<file path="config.mk">
export PLATFORM = sky130hd
export DESIGN_NAME = scl_wait_timer
export DESIGN_NICKNAME = d
export VERILOG_FILES = /design/src/rtl/scl_wait_pkg.sv /design/src/rtl/scl_wait_prescaler.sv /design/src/rtl/scl_wait_counter.sv /design/src/rtl/scl_wait_timer.sv
export SDC_FILE = /design/constraint.sdc
export NUM_CORES = 1
export LEC_CHECK = 0
export CORE_ASPECT_RATIO = 1.4
export CORE_MARGIN = 1.5
export CORE_UTILIZATION = 69
export DETAILED_ROUTE_END_ITERATION = 12
export DONT_BUFFER_PORTS = 1
export HOLD_SLACK_MARGIN = 0.08
export PLACE_DENSITY = 0.82
export SLEW_MARGIN = 20
export SYNTH_ARGS = -nofsm -noshare
export SYNTH_HDL_FRONTEND = slang
export SYNTH_SLANG_ARGS = --single-unit
</file>
<file path="constraint.sdc">
create_clock -name clk -period 8.89 [get_ports clk]
set_input_delay 1.778 -clock clk [delete_from_list [all_inputs] [get_ports clk]]
set_output_delay 1.778 -clock clk [all_outputs]
set_load 0.02 [all_outputs]
</file>
<file path="src/rtl/scl_wait_pkg.sv">
package scl_wait_pkg;

  typedef enum logic [1:0] {
    ST_IDLE  = 2'd0,
    ST_RUN   = 2'd1,
    ST_FIRED = 2'd2
  } wait_state_e;

endpackage

</file>
<file path="src/rtl/scl_wait_prescaler.sv">
module scl_wait_prescaler #(
  parameter int EXP_W = 4
) (
  input  logic             clk,
  input  logic             rst_n,
  input  logic             run_i,
  input  logic [EXP_W-1:0] exp_i,
  output logic             tick_o
);
  localparam int PRE_W = (1 << EXP_W) - 1;

  logic [PRE_W-1:0] pre_cnt;
  logic [PRE_W-1:0] limit;

  // limit = 2^exp - 1; at exp = PRE_W the shift clears every bit
  assign limit  = ~({PRE_W{1'b1}} << exp_i);
  assign tick_o = run_i && (pre_cnt >= limit);

  always_ff @(posedge clk) begin
    if (!rst_n) begin
      pre_cnt <= '0;
    end else if (!run_i) begin
      pre_cnt <= '0;
    end else if (tick_o) begin
      pre_cnt <= '0;
    end else begin
      pre_cnt <= pre_cnt + 1'b1;
    end
  end

  AST_PRE_STARTS_CLEAR: assert property (@(posedge clk) disable iff (!rst_n)
    $rose(run_i) |-> (pre_cnt == '0));

  AST_PRE_HELD_IDLE: assert property (@(posedge clk) disable iff (!rst_n)
    !run_i |=> (pre_cnt == '0));

endmodule

</file>
<file path="src/rtl/scl_wait_counter.sv">
module scl_wait_counter
  import scl_wait_pkg::*;
#(
  parameter int CNT_W = 15
) (
  input  logic             clk,
  input  logic             rst_n,
  input  logic             run_i,
  input  logic             tick_i,
  input  logic [CNT_W-1:0] load_i,
  output logic             expire_o
);
  wait_state_e      state;
  logic [CNT_W-1:0] cnt;
  logic [CNT_W-1:0] eff_cnt;

  // a wait starting this cycle counts from the live reload value
  assign eff_cnt = (state == ST_IDLE) ? load_i : cnt;

  always_ff @(posedge clk) begin
    if (!rst_n) begin
      state    <= ST_IDLE;
      cnt      <= '0;
      expire_o <= 1'b0;
    end else if (!run_i) begin
      state    <= ST_IDLE;
      cnt      <= load_i;
      expire_o <= 1'b0;
    end else if (state == ST_FIRED) begin
      expire_o <= 1'b0;
    end else if (tick_i && (eff_cnt == '0)) begin
      state    <= ST_FIRED;
      cnt      <= '0;
      expire_o <= 1'b1;
    end else begin
      state    <= ST_RUN;
      cnt      <= tick_i ? eff_cnt - 1'b1 : eff_cnt;
      expire_o <= 1'b0;
    end
  end

  AST_PULSE_ONE_CYCLE: assert property (@(posedge clk) disable iff (!rst_n)
    expire_o |=> !expire_o);

  AST_ONE_PER_WAIT: assert property (@(posedge clk) disable iff (!rst_n)
    (state == ST_FIRED && run_i) |=> !expire_o);

  AST_HOLD_BETWEEN_TICKS: assert property (@(posedge clk) disable iff (!rst_n)
    (state == ST_RUN && run_i && !tick_i) |=> $stable(cnt));

  AST_RELOAD_WHEN_IDLE: assert property (@(posedge clk) disable iff (!rst_n)
    !run_i |=> (cnt == $past(load_i)));

endmodule

</file>
<file path="src/rtl/scl_wait_timer.sv">
module scl_wait_timer #(
  parameter int CNT_W = 15,
  parameter int EXP_W = 4
) (
  input  logic             clk,
  input  logic             rst_n,
  input  logic [CNT_W:0]   ctrl_word_i,
  input  logic [EXP_W-1:0] prescale_exp_i,
  input  logic             wait_scl_i,
  input  logic             scl_i,
  output logic             timeout_pulse_o
);
  localparam int EN_BIT = CNT_W;

  logic             enable;
  logic [CNT_W-1:0] reload;
  logic             run;
  logic             tick;

  assign enable = ctrl_word_i[EN_BIT];
  assign reload = ctrl_word_i[CNT_W-1:0];
  assign run    = enable && wait_scl_i && !scl_i;

  scl_wait_prescaler #(.EXP_W(EXP_W)) u_pre (
    .clk    (clk),
    .rst_n  (rst_n),
    .run_i  (run),
    .exp_i  (prescale_exp_i),
    .tick_o (tick)
  );

  scl_wait_counter #(.CNT_W(CNT_W)) u_cnt (
    .clk      (clk),
    .rst_n    (rst_n),
    .run_i    (run),
    .tick_i   (tick),
    .load_i   (reload),
    .expire_o (timeout_pulse_o)
  );

  AST_NO_PULSE_DISABLED: assert property (@(posedge clk) disable iff (!rst_n)
    !ctrl_word_i[EN_BIT] |=> !timeout_pulse_o);

  AST_PULSE_NEEDS_LOW: assert property (@(posedge clk) disable iff (!rst_n)
    timeout_pulse_o |-> $past(wait_scl_i && !scl_i));

endmodule

</file>
==> results of run 1 <==
==> where the power goes <==
group | switching [mW] | internal, mW
clock | 0.0570 | 0.0543
sequential | 0.00487 | 0.153
combinational | 0.0203 | 0.0168
==> layout make-up <==
| class | count | area (um2) | area share (%) |
|---|---|---|---|
| clock buffers | 6 | 72.6 | 2.89 |
| clock inverters | 2 | 10.0 | 0.398 |
| inverters | 6 | 22.5 | 0.896 |
| multi-input cells | 267 | 1680 | 67.0 |
| flip-flops and latches | 33 | 661 | 26.3 |
| well taps | 40 | 50.0 | 1.99 |
| repair buffers | 2 | 15.0 | 0.597 |
==> synthesized netlist by cell type, drive strengths merged <==
| cell type | number | area, um2 |
|---|---|---|
| or3 | 5 | 31.3 |
| nand3b | 2 | 15.0 |
| mux2i | 12 | 120 |
| mux2 | 3 | 33.8 |
| and2b | 1 | 8.76 |
| a21o | 3 | 22.5 |
| o41ai | 1 | 16.3 |
| or2 | 5 | 31.3 |
| o221ai | 2 | 17.5 |
| buf | 4 | 17.5 |
| a32o | 3 | 30.0 |
| nor4 | 5 | 31.3 |
| o21ba | 1 | 10.0 |
| or4 | 3 | 22.5 |
| and3 | 4 | 25.0 |
| nor3 | 7 | 35.0 |
| inv | 6 | 22.5 |
| a22oi | 1 | 7.51 |
| nand2b | 1 | 6.26 |
| o21a | 1 | 7.51 |
| dfxtp | 33 | 661 |
| and4b | 1 | 10.0 |
| a22o | 2 | 17.5 |
| xnor2 | 14 | 123 |
| xor2 | 8 | 70.1 |
| o31a | 1 | 8.76 |
| nor3b | 3 | 33.8 |
| and2 | 2 | 12.5 |
| a211oi | 2 | 15.0 |
| nand4 | 3 | 18.8 |
| clkbuf | 14 | 52.6 |
| a31oi | 1 | 6.26 |
| o21ai | 16 | 80.1 |
| o22ai | 1 | 6.26 |
| nor2 | 30 | 113 |
| nand3 | 30 | 150 |
| o31ai | 3 | 22.5 |
| o2111ai | 1 | 8.76 |
| and4 | 1 | 8.76 |
| nand2 | 58 | 220 |
| a21oi | 12 | 60.1 |
| ha | 18 | 225 |
==> cells by family (layout without fill, tap and decap cells) <==
family	after synthesis	after routing	synth area share (%)
simple gates	161	161	31.8
xor+xnor	22	22	7.91
flops	33	33	27.1
fa+ha+maj	18	18	9.25
compound gates	51	51	13.8
mux	15	15	6.32
buf+inv	24	16	3.80
==> sequential cells by signal, indices dropped and copies added (netlist names) <==
register / count
u_pre.pre_cnt: 15
u_cnt.expire_o: 1
u_cnt.cnt: 15
u_cnt.state: 2
==> worst max path at each step <==
stage / start / endpoint / slack (ns) / depth (start not counted)
6_report: prescale_exp_i[1] / u_cnt.cnt[10] / 4.67 / 10
5_1_grt: prescale_exp_i[1] / u_cnt.cnt[10] / 4.52 / 10
4_1_cts: prescale_exp_i[1] / u_cnt.cnt[10] / 4.72 / 10
3_5_place_dp: prescale_exp_i[1] / u_cnt.cnt[10] / 4.40 / 10
3_3_place_gp: prescale_exp_i[1] / u_cnt.cnt[11] / 4.49 / 12
2_1_floorplan: prescale_exp_i[1] / u_pre.pre_cnt[13] / 4.60 / 12
==> worst max-delay path: cells and delay by family <==
family	cells	cell delay, ns
and+or+nand+nor	5	1.42
AOI/OAI and AO/OA	4	0.91
adders and majority gates	1	0.27
==> routing by layer <==
layer | up-vias | wire, um | global-route usage (%)
li1 | 1117 | - | -
met1 | 1031 | 2190 | 29.9
met2 | 80 | 2950 | 57.2
met3 | 21 | 303 | 7.52
met4 | 0 | 197 | 19.1
met5 | - | 0 | 0
==> through the flow <==
step           cell area (um2)  setup WS (ns)  hold slack [ns]
2_1_floorplan             2430           4.60            0.441
3_3_place_gp              2430           4.49            0.460
3_5_place_dp              2430           4.40            0.468
4_1_cts                   2510           4.72            0.482
5_1_grt                   2510           4.52            0.515
6_report                  2510           4.67            0.480
==> out/metrics.yaml, run 1 <==
rr_endpoint: "u_cnt.cnt[11]"
core_area_um2: 3380
most-common-layout-cells: "nand2_1, dfxtp_1, nand3_1, nor2_1, ha_1"
fin_cells: 356
min_from: "u_pre.pre_cnt[0]"
setup_viol: 0
crit_fanout: 15
cts_root_buffer: "clkbuf_8"
overflow: 0
min_period_ns: 4.22
route.detailed.drc: 0
period_share_pct: 47.5
postSynthCellCount: 324
gp_congestion: 0.849
dp.cells: 348
crit_top_cell: "or3_1"
max_freq_mhz: 237
vias: 2249
rows: 25
cts_setup_buffers: 0
area_growth_pct: 3.29
start_kind: "input port"
synth_warnings: 0
cp_slowest_cell: "a21o_1"
max_stage_delay_ns: 0.43
power_leakage_nw: 1.09
grt_pass1_wl_um: 9080
relSlewSlack_pct: 63.0
cp.required_ns: 9.07
holdPathStages: 1
io_buffer_count: 0
drive_above_1_share_pct: 7.28
tns_ns: 0
synth.net_count: 366
clk_pin_slew_ns: 0.07
cts_buffers: 5
drt_first_iter_violations: 67
maxSlewViolCount: 0
min_path_type: "reg -> reg"
worst_pin_slew_ns: 0.550
timing.reg2reg.setup_slack_ns: 6.25
clock_path_buffers: 2
drt-total-wl_um: 5640
r2r_cells: 8
syn_area_um2: 2430
yosysSeqAreaShare_pct: 27.1
grtUsageTotal_pct: 31.2
cts_tree: "built"
grt_max_degree: 24
rr_startpoint: "u_cnt.state[1]"
status: "completed"
dr.pass1.iters: 5
ant_nets: 0
initial_utilization_pct: 72.1
fp.dieW_um: 53.2
avgSynthCellArea_um2: 7.51
cts_resized: 0
clock_sinks: 33
synthDistinctLibCells: 45
final_util_pct: 74.4
h-tree-depth: 2
vdd_drop_max_v: 0.0000959
cellPowerDensity_nw_per_um2: 122
die_h_um: 73.3
cp.arrival_ns: 4.40
clkLatencyLatePin_ns: 0.29
antenna_found_initial: 0
num_io_pins: 25
nets: 357
n_fill_cell: 300
die_area_um2: 3900
hold-path-endpoint: "u_pre.pre_cnt[0]"
mostFrequentLayoutCell: "nand2_1"
drv_cap: 0
final_hold_viol_count: 0
cts_hold_buf: 0
grt_pass1_vias: 2234
path_class: "in -> reg"
n_antenna_cell: 0
power.total_mw: 0.306
ys_ff_latch: 33
finalClockSkew_ns: 0.00767
grt_setup_unrepaired: "no"
viasPerCell: 6.32
dp_hpwl_um: 4080
wl_per_cell_um: 15.8
cp_cell_sequence: "or2_2, or3_1, ha_1, nand2b_1, a211oi_1, o221ai_1, a21o_1, nand4_1, or3_1, a32o_1"
end_kind: "flop"
Power figures use the tool's default switching activity.
==> run 2, diff against run 1 <==
--- a/config.mk
+++ b/config.mk
@@ -5,13 +5,14 @@
 export SDC_FILE = /design/constraint.sdc
 export NUM_CORES = 1
 export LEC_CHECK = 0
+export ABC_AREA = 1
 export CORE_ASPECT_RATIO = 1.4
 export CORE_MARGIN = 1.5
-export CORE_UTILIZATION = 69
+export CORE_UTILIZATION = 58
 export DETAILED_ROUTE_END_ITERATION = 12
 export DONT_BUFFER_PORTS = 1
 export HOLD_SLACK_MARGIN = 0.08
-export PLACE_DENSITY = 0.82
+export PLACE_DENSITY = 0.73
 export SLEW_MARGIN = 20
 export SYNTH_ARGS = -nofsm -noshare
 export SYNTH_HDL_FRONTEND = slang
==> constraint.sdc (replaced) <==
create_clock -name clk -period 3.8 [get_ports clk]
set_input_delay 0.76 -clock clk [delete_from_list [all_inputs] [get_ports clk]]
set_output_delay 0.76 -clock clk [all_outputs]
set_load 0.02 [all_outputs]
==> out/metrics.yaml, run 2 <==
cts_root_buffer: "clkbuf_8"  # unchanged
yosysMostFrequentCell: "nand2_1"  # unchanged
drive_above_1_share_pct: 11.2  # was 7.28%
wl_per_cell_um: 12.3  # was 15.8 um
die_h_um: 84.6  # was 73.3 um
vdd_drop_max_v: 0.000220  # was 0.0000959 V
dr.pass1.iters: 4  # was 5
area_growth_pct: 4.18  # was 3.29%
route.detailed.drc: 0  # unchanged
dp.cells: 499  # was 348
clock_sinks: 33  # unchanged
synth_warnings: 0  # unchanged
postSynthCellCount: 445  # was 324
grt_setup_unrepaired: "no"  # unchanged
cellPowerDensity_nw_per_um2: 262  # was 122 nW/um2
ys_top_cells_by_count: "nand2_1, inv_1, nor2_1"  # was nand2_1, dfxtp_1, nand3_1, nor2_1, ha_1
syn_area_um2: 2760  # was 2430 um2
r2r_cells: 11  # was 8
cp_cell_sequence: "nor2_1, inv_1, o21ai_0, ha_1, nand2_1, nor2_1, and2_1, nand2_1, nand3_1, nand2_1, inv_1, nand2_1, o21ai_0, a21oi_1, nor2_1"  # was or2_2, or3_1, ha_1, nand2b_1, a211oi_1, o221ai_1, a21o_1, nand4_1, or3_1, a32o_1
die_area_um2: 5180  # was 3900 um2
yosysTopAreaCellShare_pct: 24.0  # was 27.1%
final_hold_viol_count: 0  # unchanged
synthArstFlopShare_pct: 0  # unchanged
fp.dieW_um: 61.3  # was 53.2 um
max_stage_delay_ns: 0.33  # was 0.43 ns
status: "completed"  # unchanged
synthTopCellsByArea: "dfxtp_1, nand2_1, inv_1"  # was dfxtp_1, ha_1, nand2_1
vias: 2591  # was 2249
crit_fanout: 11  # was 15
cts_resized: 0  # unchanged
start_kind: "input port"  # unchanged
place_area_um2: 2790  # was 2430 um2
min_period_ns: 2.76
ant_nets: 0  # unchanged
maxSlewViolCount: 0  # unchanged
rows: 29  # was 25
initial_utilization_pct: 60.7  # was 72.1%
cp.required_ns: 3.97  # was 9.07 ns
core_area_um2: 4540  # was 3380 um2
synthDistinctLibCells: 35  # was 45
cp.arrival_ns: 2.93  # was 4.40 ns
drt-total-wl_um: 6230  # was 5640 um
relSlewSlack_pct: 56.4  # was 63.0%
timing.reg2reg.setup_slack_ns: 1.32  # was 6.25 ns
most-common-layout-cells: "nand2_1, inv_1, nor2_1, dfxtp_1, a21oi_1"  # was nand2_1, dfxtp_1, nand3_1, nor2_1, ha_1
synth_edf_count: 0  # unchanged
synthFlopType: "dfxtp_1"  # unchanged
fin_cells: 507  # was 356
period_share_pct: 72.7
cp.depth: 15  # was 10
cts_tree: "built"  # unchanged
cp_top_family: "simple AND/OR/NAND/NOR gates"  # unchanged
viasPerCell: 5.11  # was 6.32
antenna_found_initial: 0  # unchanged
worst_pin_slew_ns: 0.653  # was 0.550 ns
h-tree-depth: 2  # unchanged
nets: 486  # was 357
grt_max_degree: 23  # was 24
synth.net_count: 487  # was 366
clk_pin_slew_ns: 0.07  # about the same
avgSynthCellArea_um2: 6.19  # was 7.51 um2
n_antenna_cell: 0  # unchanged
end_kind: "flop"  # unchanged
dp_hpwl_um: 4860  # was 4080 um
grt_pass1_vias: 2373  # was 2234
io_buffer_count: 0  # unchanged
n_fill_cell: 471  # was 300
holdPathStages: 1  # unchanged
setup_viol: 0  # unchanged
largest_registers: "u_cnt.cnt (15), u_pre.pre_cnt (15), u_cnt.state (2)"  # unchanged
num_io_pins: 25  # unchanged
cts_buffers: 5  # unchanged
finalClockSkew_ns: 0.00863  # was 0.00767 ns
cts_hold_buf: 0  # unchanged
yosysSeqAreaShare_pct: 24.0  # was 27.1%
path_buf_inv: 2  # was 0
drt_first_iter_violations: 115  # was 67
mostFrequentLayoutCell: "nand2_1"  # unchanged
clkLatencyLatePin_ns: 0.29  # about the same
fin_area_um2: 2870  # was 2510 um2
grt_pass1_wl_um: 10200  # was 9080 um
tns_ns: 0  # unchanged
gp_congestion: 0.968  # was 0.849
cp_slowest_cell: "nand2_1"  # was a21o_1
min_path_type: "reg -> reg"  # unchanged
overflow: 0  # unchanged
path_class: "in -> reg"  # unchanged
crit_top_cell: "nand2_1"  # was or3_1
drv_cap: 0  # unchanged
clock_path_buffers: 2  # unchanged
cts_setup_buffers: 0  # unchanged
ys_ff_latch: 33  # unchanged
max_freq_mhz: 362
yosysTopAreaCell: "dfxtp_1"  # unchanged
grtUsageTotal_pct: 26.0  # was 31.2%
power_leakage_nw: 1.35  # was 1.09 nW
[run 2: cell count changes after synthesis, moves of 5 or more]
| cell | previous run | this run |
|---|---|---|
| nor2_4 | 0 | 5 |
| o21ai_1 | 0 | 5 |
| or3_1 | 5 | 0 |
| nand2_1 | 57 | 129 |
| mux2i_1 | 12 | 0 |
| nand2_2 | 1 | 19 |
| inv_1 | 6 | 71 |
| clkbuf_1 | 14 | 6 |
| a21oi_1 | 12 | 22 |
| nand3_1 | 30 | 18 |
| xnor2_1 | 14 | 3 |
| o22ai_1 | 1 | 12 |
| nor2_1 | 30 | 40 |
[run 2: area by class of cell]
| type | instances | area, um2 | share of cell area [%] |
|---|---|---|---|
| clock buffer | 6 | 72.6 | 2.53 |
| sequential | 33 | 661 | 23.0 |
| timing repair buffer | 2 | 15.0 | 0.523 |
| multi-input combinational | 327 | 1750 | 61.1 |
| tap | 62 | 77.6 | 2.70 |
| inverter | 75 | 282 | 9.81 |
| clock inverter | 2 | 10.0 | 0.349 |
[run 2: final timing paths]
check	start	endpoint
worst min-delay path	u_pre.pre_cnt[0]	u_pre.pre_cnt[0]
worst min register to register	u_pre.pre_cnt[0]	u_pre.pre_cnt[0]
worst max-delay path	prescale_exp_i[1]	u_cnt.cnt[3]
worst max register to register	u_cnt.state[0]	u_cnt.cnt[14]
[run 2: worst reg2reg max path, cell delays in order (launching register included)]
cell     delay (ns)
dfxtp_1        0.36
nor2_4         0.54
nand2_2        0.13
o21ai_4        0.15
ha_1           0.27
inv_1          0.08
nor2_2         0.14
nand3_1        0.14
nor3_2         0.32
nand3_1        0.11
nand3_1        0.10
nand2_1        0.05
[run 2: kinds of logic (layout without fill, tap and decap cells)]
group	count (synthesis)	in the layout	share of synthesized area [%]
compound gates	55	55	11.6
simple gates	247	247	41.6
fa+ha+maj	18	18	8.17
xor+xnor	7	7	2.23
flops	33	33	24.0
buf+inv	85	85	12.4
[run 2: per-layer routing]
metal,part of all wire [%],global-route usage [%],vias to the layer above
met2,53,46.5,43
li1,-,-,1400
met1,41,27.9,1133
met4,3.5,13.4,0
met3,2.7,3.70,15
met5,0,0,-
[run 2: report_power, final]
| part | internal [mW] | leakage, nW | switching [mW] |
|---|---|---|---|
| Sequential | 0.357 | 0.270 | 0.00430 |
| Clock | 0.127 | 0.0450 | 0.131 |
| Combinational | 0.0454 | 1.04 | 0.0858 |
| Total | 0.529 | 1.35 | 0.222 |
[run 2: stage by stage]
| step | setup WS [ns] | util [%] | total power [mW] | hold slack, ns |
|---|---|---|---|---|
| 6_report | 1.04 | 63.3 | 0.751 | 0.458 |
| 3_5_place_dp | 0.703 | 61.5 | 0.500 | 0.447 |
| 5_1_grt | 0.732 | 63.3 | 0.792 | 0.490 |
| 2_1_floorplan | 1.03 | - | 0.480 | 0.430 |
| 3_3_place_gp | 0.775 | 61.5 | 0.498 | 0.444 |
| 4_1_cts | 1.01 | 63.3 | 0.761 | 0.464 |
==> run 3, diff against run 2 <==
--- a/config.mk
+++ b/config.mk
@@ -5,14 +5,14 @@
 export SDC_FILE = /design/constraint.sdc
 export NUM_CORES = 1
 export LEC_CHECK = 0
-export ABC_AREA = 1
+export ABC_AREA = 0
 export CORE_ASPECT_RATIO = 1.4
 export CORE_MARGIN = 1.5
-export CORE_UTILIZATION = 58
+export CORE_UTILIZATION = 64
 export DETAILED_ROUTE_END_ITERATION = 12
 export DONT_BUFFER_PORTS = 1
 export HOLD_SLACK_MARGIN = 0.08
-export PLACE_DENSITY = 0.73
+export PLACE_DENSITY = 0.77
 export SLEW_MARGIN = 20
 export SYNTH_ARGS = -nofsm -noshare
 export SYNTH_HDL_FRONTEND = slang
==> constraint.sdc (replaced) <==
create_clock -name clk -period 2.9 [get_ports clk]
set_input_delay 0.58 -clock clk [delete_from_list [all_inputs] [get_ports clk]]
set_output_delay 0.58 -clock clk [all_outputs]
set_load 0.02 [all_outputs]
==> out/metrics.yaml, run 3 (synthesis gave the netlist of run 1 again) <==
cts_buffers: 5  # unchanged
largest_registers: "u_cnt.cnt (15), u_pre.pre_cnt (15), u_cnt.state (2)"  # unchanged
cts_resized: 0  # unchanged
ant_nets: 0  # unchanged
die_area_um2: 4190  # was 5180 um2
antenna_found_initial: 0  # unchanged
path_class: "in -> reg"  # unchanged
mostFrequentLayoutCell: "nand2_1"  # unchanged
overflow: 0  # unchanged
end_kind: "flop"  # unchanged
status: "completed"  # unchanged
route.detailed.drc: 0  # unchanged
maxSlewViolCount: 0  # unchanged
viasPerCell: 6.17  # was 5.11
start_kind: "input port"  # unchanged
drv_cap: 0  # unchanged
cts_tree: "built"  # unchanged
cts_setup_buffers: 0  # unchanged
most-common-layout-cells: "nand2_1, dfxtp_1, nand3_1, nor2_1, ha_1"  # was nand2_1, inv_1, nor2_1, dfxtp_1, a21oi_1
finalClockSkew_ns: 0.00295  # was 0.00863 ns
gp_congestion: 0.881  # was 0.968
max_freq_mhz: 380
final_hold_viol_count: 0  # unchanged
cp_slowest_cell: "or3_1"  # was nand2_1
clkLatencyLatePin_ns: 0.28  # was 0.29 ns
initial_utilization_pct: 66.8  # was 60.7%
grt_pass1_wl_um: 9320  # was 10200 um
cts_hold_buf: 0  # unchanged
power.total_mw: 0.932  # was 0.751 mW
io_buffer_count: 0  # unchanged
fp.dieW_um: 55.1  # was 61.3 um
pre_cts_slack_ns: -0.00659  # was 0.703 ns
clock_sinks: 33  # unchanged
area_growth_pct: 5.96  # was 4.18%
min_path_type: "in -> reg"  # was reg -> reg
grt_pass1_vias: 2173  # was 2373
relSlewSlack_pct: 57.7  # was 56.4%
clock_path_buffers: 2  # unchanged
dp_hpwl_um: 4220  # was 4860 um
cellPowerDensity_nw_per_um2: 361  # was 262 nW/um2
wl_per_cell_um: 15.4  # was 12.3 um
n_antenna_cell: 0  # unchanged
nets: 365  # was 486
grtUsageTotal_pct: 29.4  # was 26.0%
cp.arrival_ns: 2.84  # was 2.93 ns
max_stage_delay_ns: 0.31  # was 0.33 ns
power_leakage_nw: 1.13  # was 1.35 nW
grt_max_degree: 19  # was 23
h-tree-depth: 2  # unchanged
dr.pass1.iters: 4  # unchanged
die_h_um: 76.0  # was 84.6 um
setup_viol: 0  # unchanged
crit_fanout: 10  # was 11
worst_pin_slew_ns: 0.629  # was 0.653 ns
drt_first_iter_violations: 81  # was 115
period_share_pct: 90.8
rows: 26  # was 29
cp_cell_sequence: "or2_4, or3_1, ha_1, nand2b_1, a211oi_1, o221ai_1, a21o_1, buf_4, nand2_1, nand2_1, buf_4, o31ai_1"  # was nor2_1, inv_1, o21ai_0, ha_1, nand2_1, nor2_1, and2_1, nand2_1, nand3_1, nand2_1, inv_1, nand2_1, o21ai_0, a21oi_1, nor2_1
vdd_drop_max_v: 0.000331  # was 0.000220 V
grt_setup_unrepaired: "no"  # unchanged
clk_pin_slew_ns: 0.07  # about the same
cp.required_ns: 3.10  # was 3.97 ns
drive_above_1_share_pct: 9.57  # was 11.2%
cts_root_buffer: "clkbuf_8"  # unchanged
num_io_pins: 25  # unchanged
drt-total-wl_um: 5620  # was 6230 um
vias: 2258  # was 2591
core_area_um2: 3640  # was 4540 um2
finalWorstSetupSlack_ns: 0.266  # was 1.04 ns
min_period_ns: 2.63
-- run 3: cell types whose count changed in the layout (fill, tap and decap cells not counted), moves of 10 or more --
| cell | delta |
|---|---|
| nand2_1 | -72 |
| xnor2_1 | +11 |
| a21oi_1 | -10 |
| nor2_1 | -11 |
| inv_1 | -65 |
| mux2i_1 | +12 |
| nand3_1 | +12 |
| nand2_2 | -18 |
| o22ai_1 | -11 |
-- run 3: final timing paths --
check                           depth (start not counted)               from  slack [ns]                to
worst max-delay path                                   12  prescale_exp_i[0]        0.27      u_cnt.cnt[8]
worst min-delay path                                    2              rst_n        0.41      u_cnt.cnt[8]
worst max register to register                          8     u_cnt.state[1]        0.46     u_cnt.cnt[11]
worst min register to register                          1   u_pre.pre_cnt[0]        0.48  u_pre.pre_cnt[0]
-- run 3: cell type report --
class	instances	area [um2]
multi-input cells	267	1690
fillers	326	1060
flip-flops and latches	33	661
repair buffers	10	75.1
clock buffers	6	72.6
well taps	42	52.6
inverters	6	22.5
clock inverters	2	10.0
-- run 3: per-stage QoR --
step	util (%)	setup TNS, ns	std cells	hold slack (ns)	area (um2)
finish	70.8	0	366	0.411	2580
floorplan	-	0	324	0.441	2470
detailed placement	68.5	-0.00659	358	0.478	2500
global placement	68.5	0	358	0.460	2500
CTS	70.8	0	366	0.406	2580
global route	70.8	0	366	0.412	2580
-- run 3: layer usage --
| layer | up-vias | routed length [um] | share of wire, % | GRT usage, % |
|---|---|---|---|---|
| met5 | - | 0 | 0 | 0 |
| met4 | 0 | 136 | 2.4 | 10.7 |
| met3 | 9 | 231 | 4.1 | 6.08 |
| met2 | 49 | 3000 | 53 | 52.6 |
| met1 | 1059 | 2250 | 40 | 31.9 |
| li1 | 1141 | - | - | - |
-- run 3: report_power, final --
part / total [mW] / internal, mW / switching (mW)
clock network: 0.331 / 0.166 / 0.165
logic: 0.118 / 0.0543 / 0.0640
registers: 0.483 / 0.469 / 0.0142
-- run 3: critical path, delay by kind of cell --
kind	cells	cell delay [ns]
adder cells (fa/ha/maj)	1	0.27
AND/OR/NAND/NOR	5	0.80
buffers and inverters	2	0.36
AO/OA/AOI/OAI	4	0.82
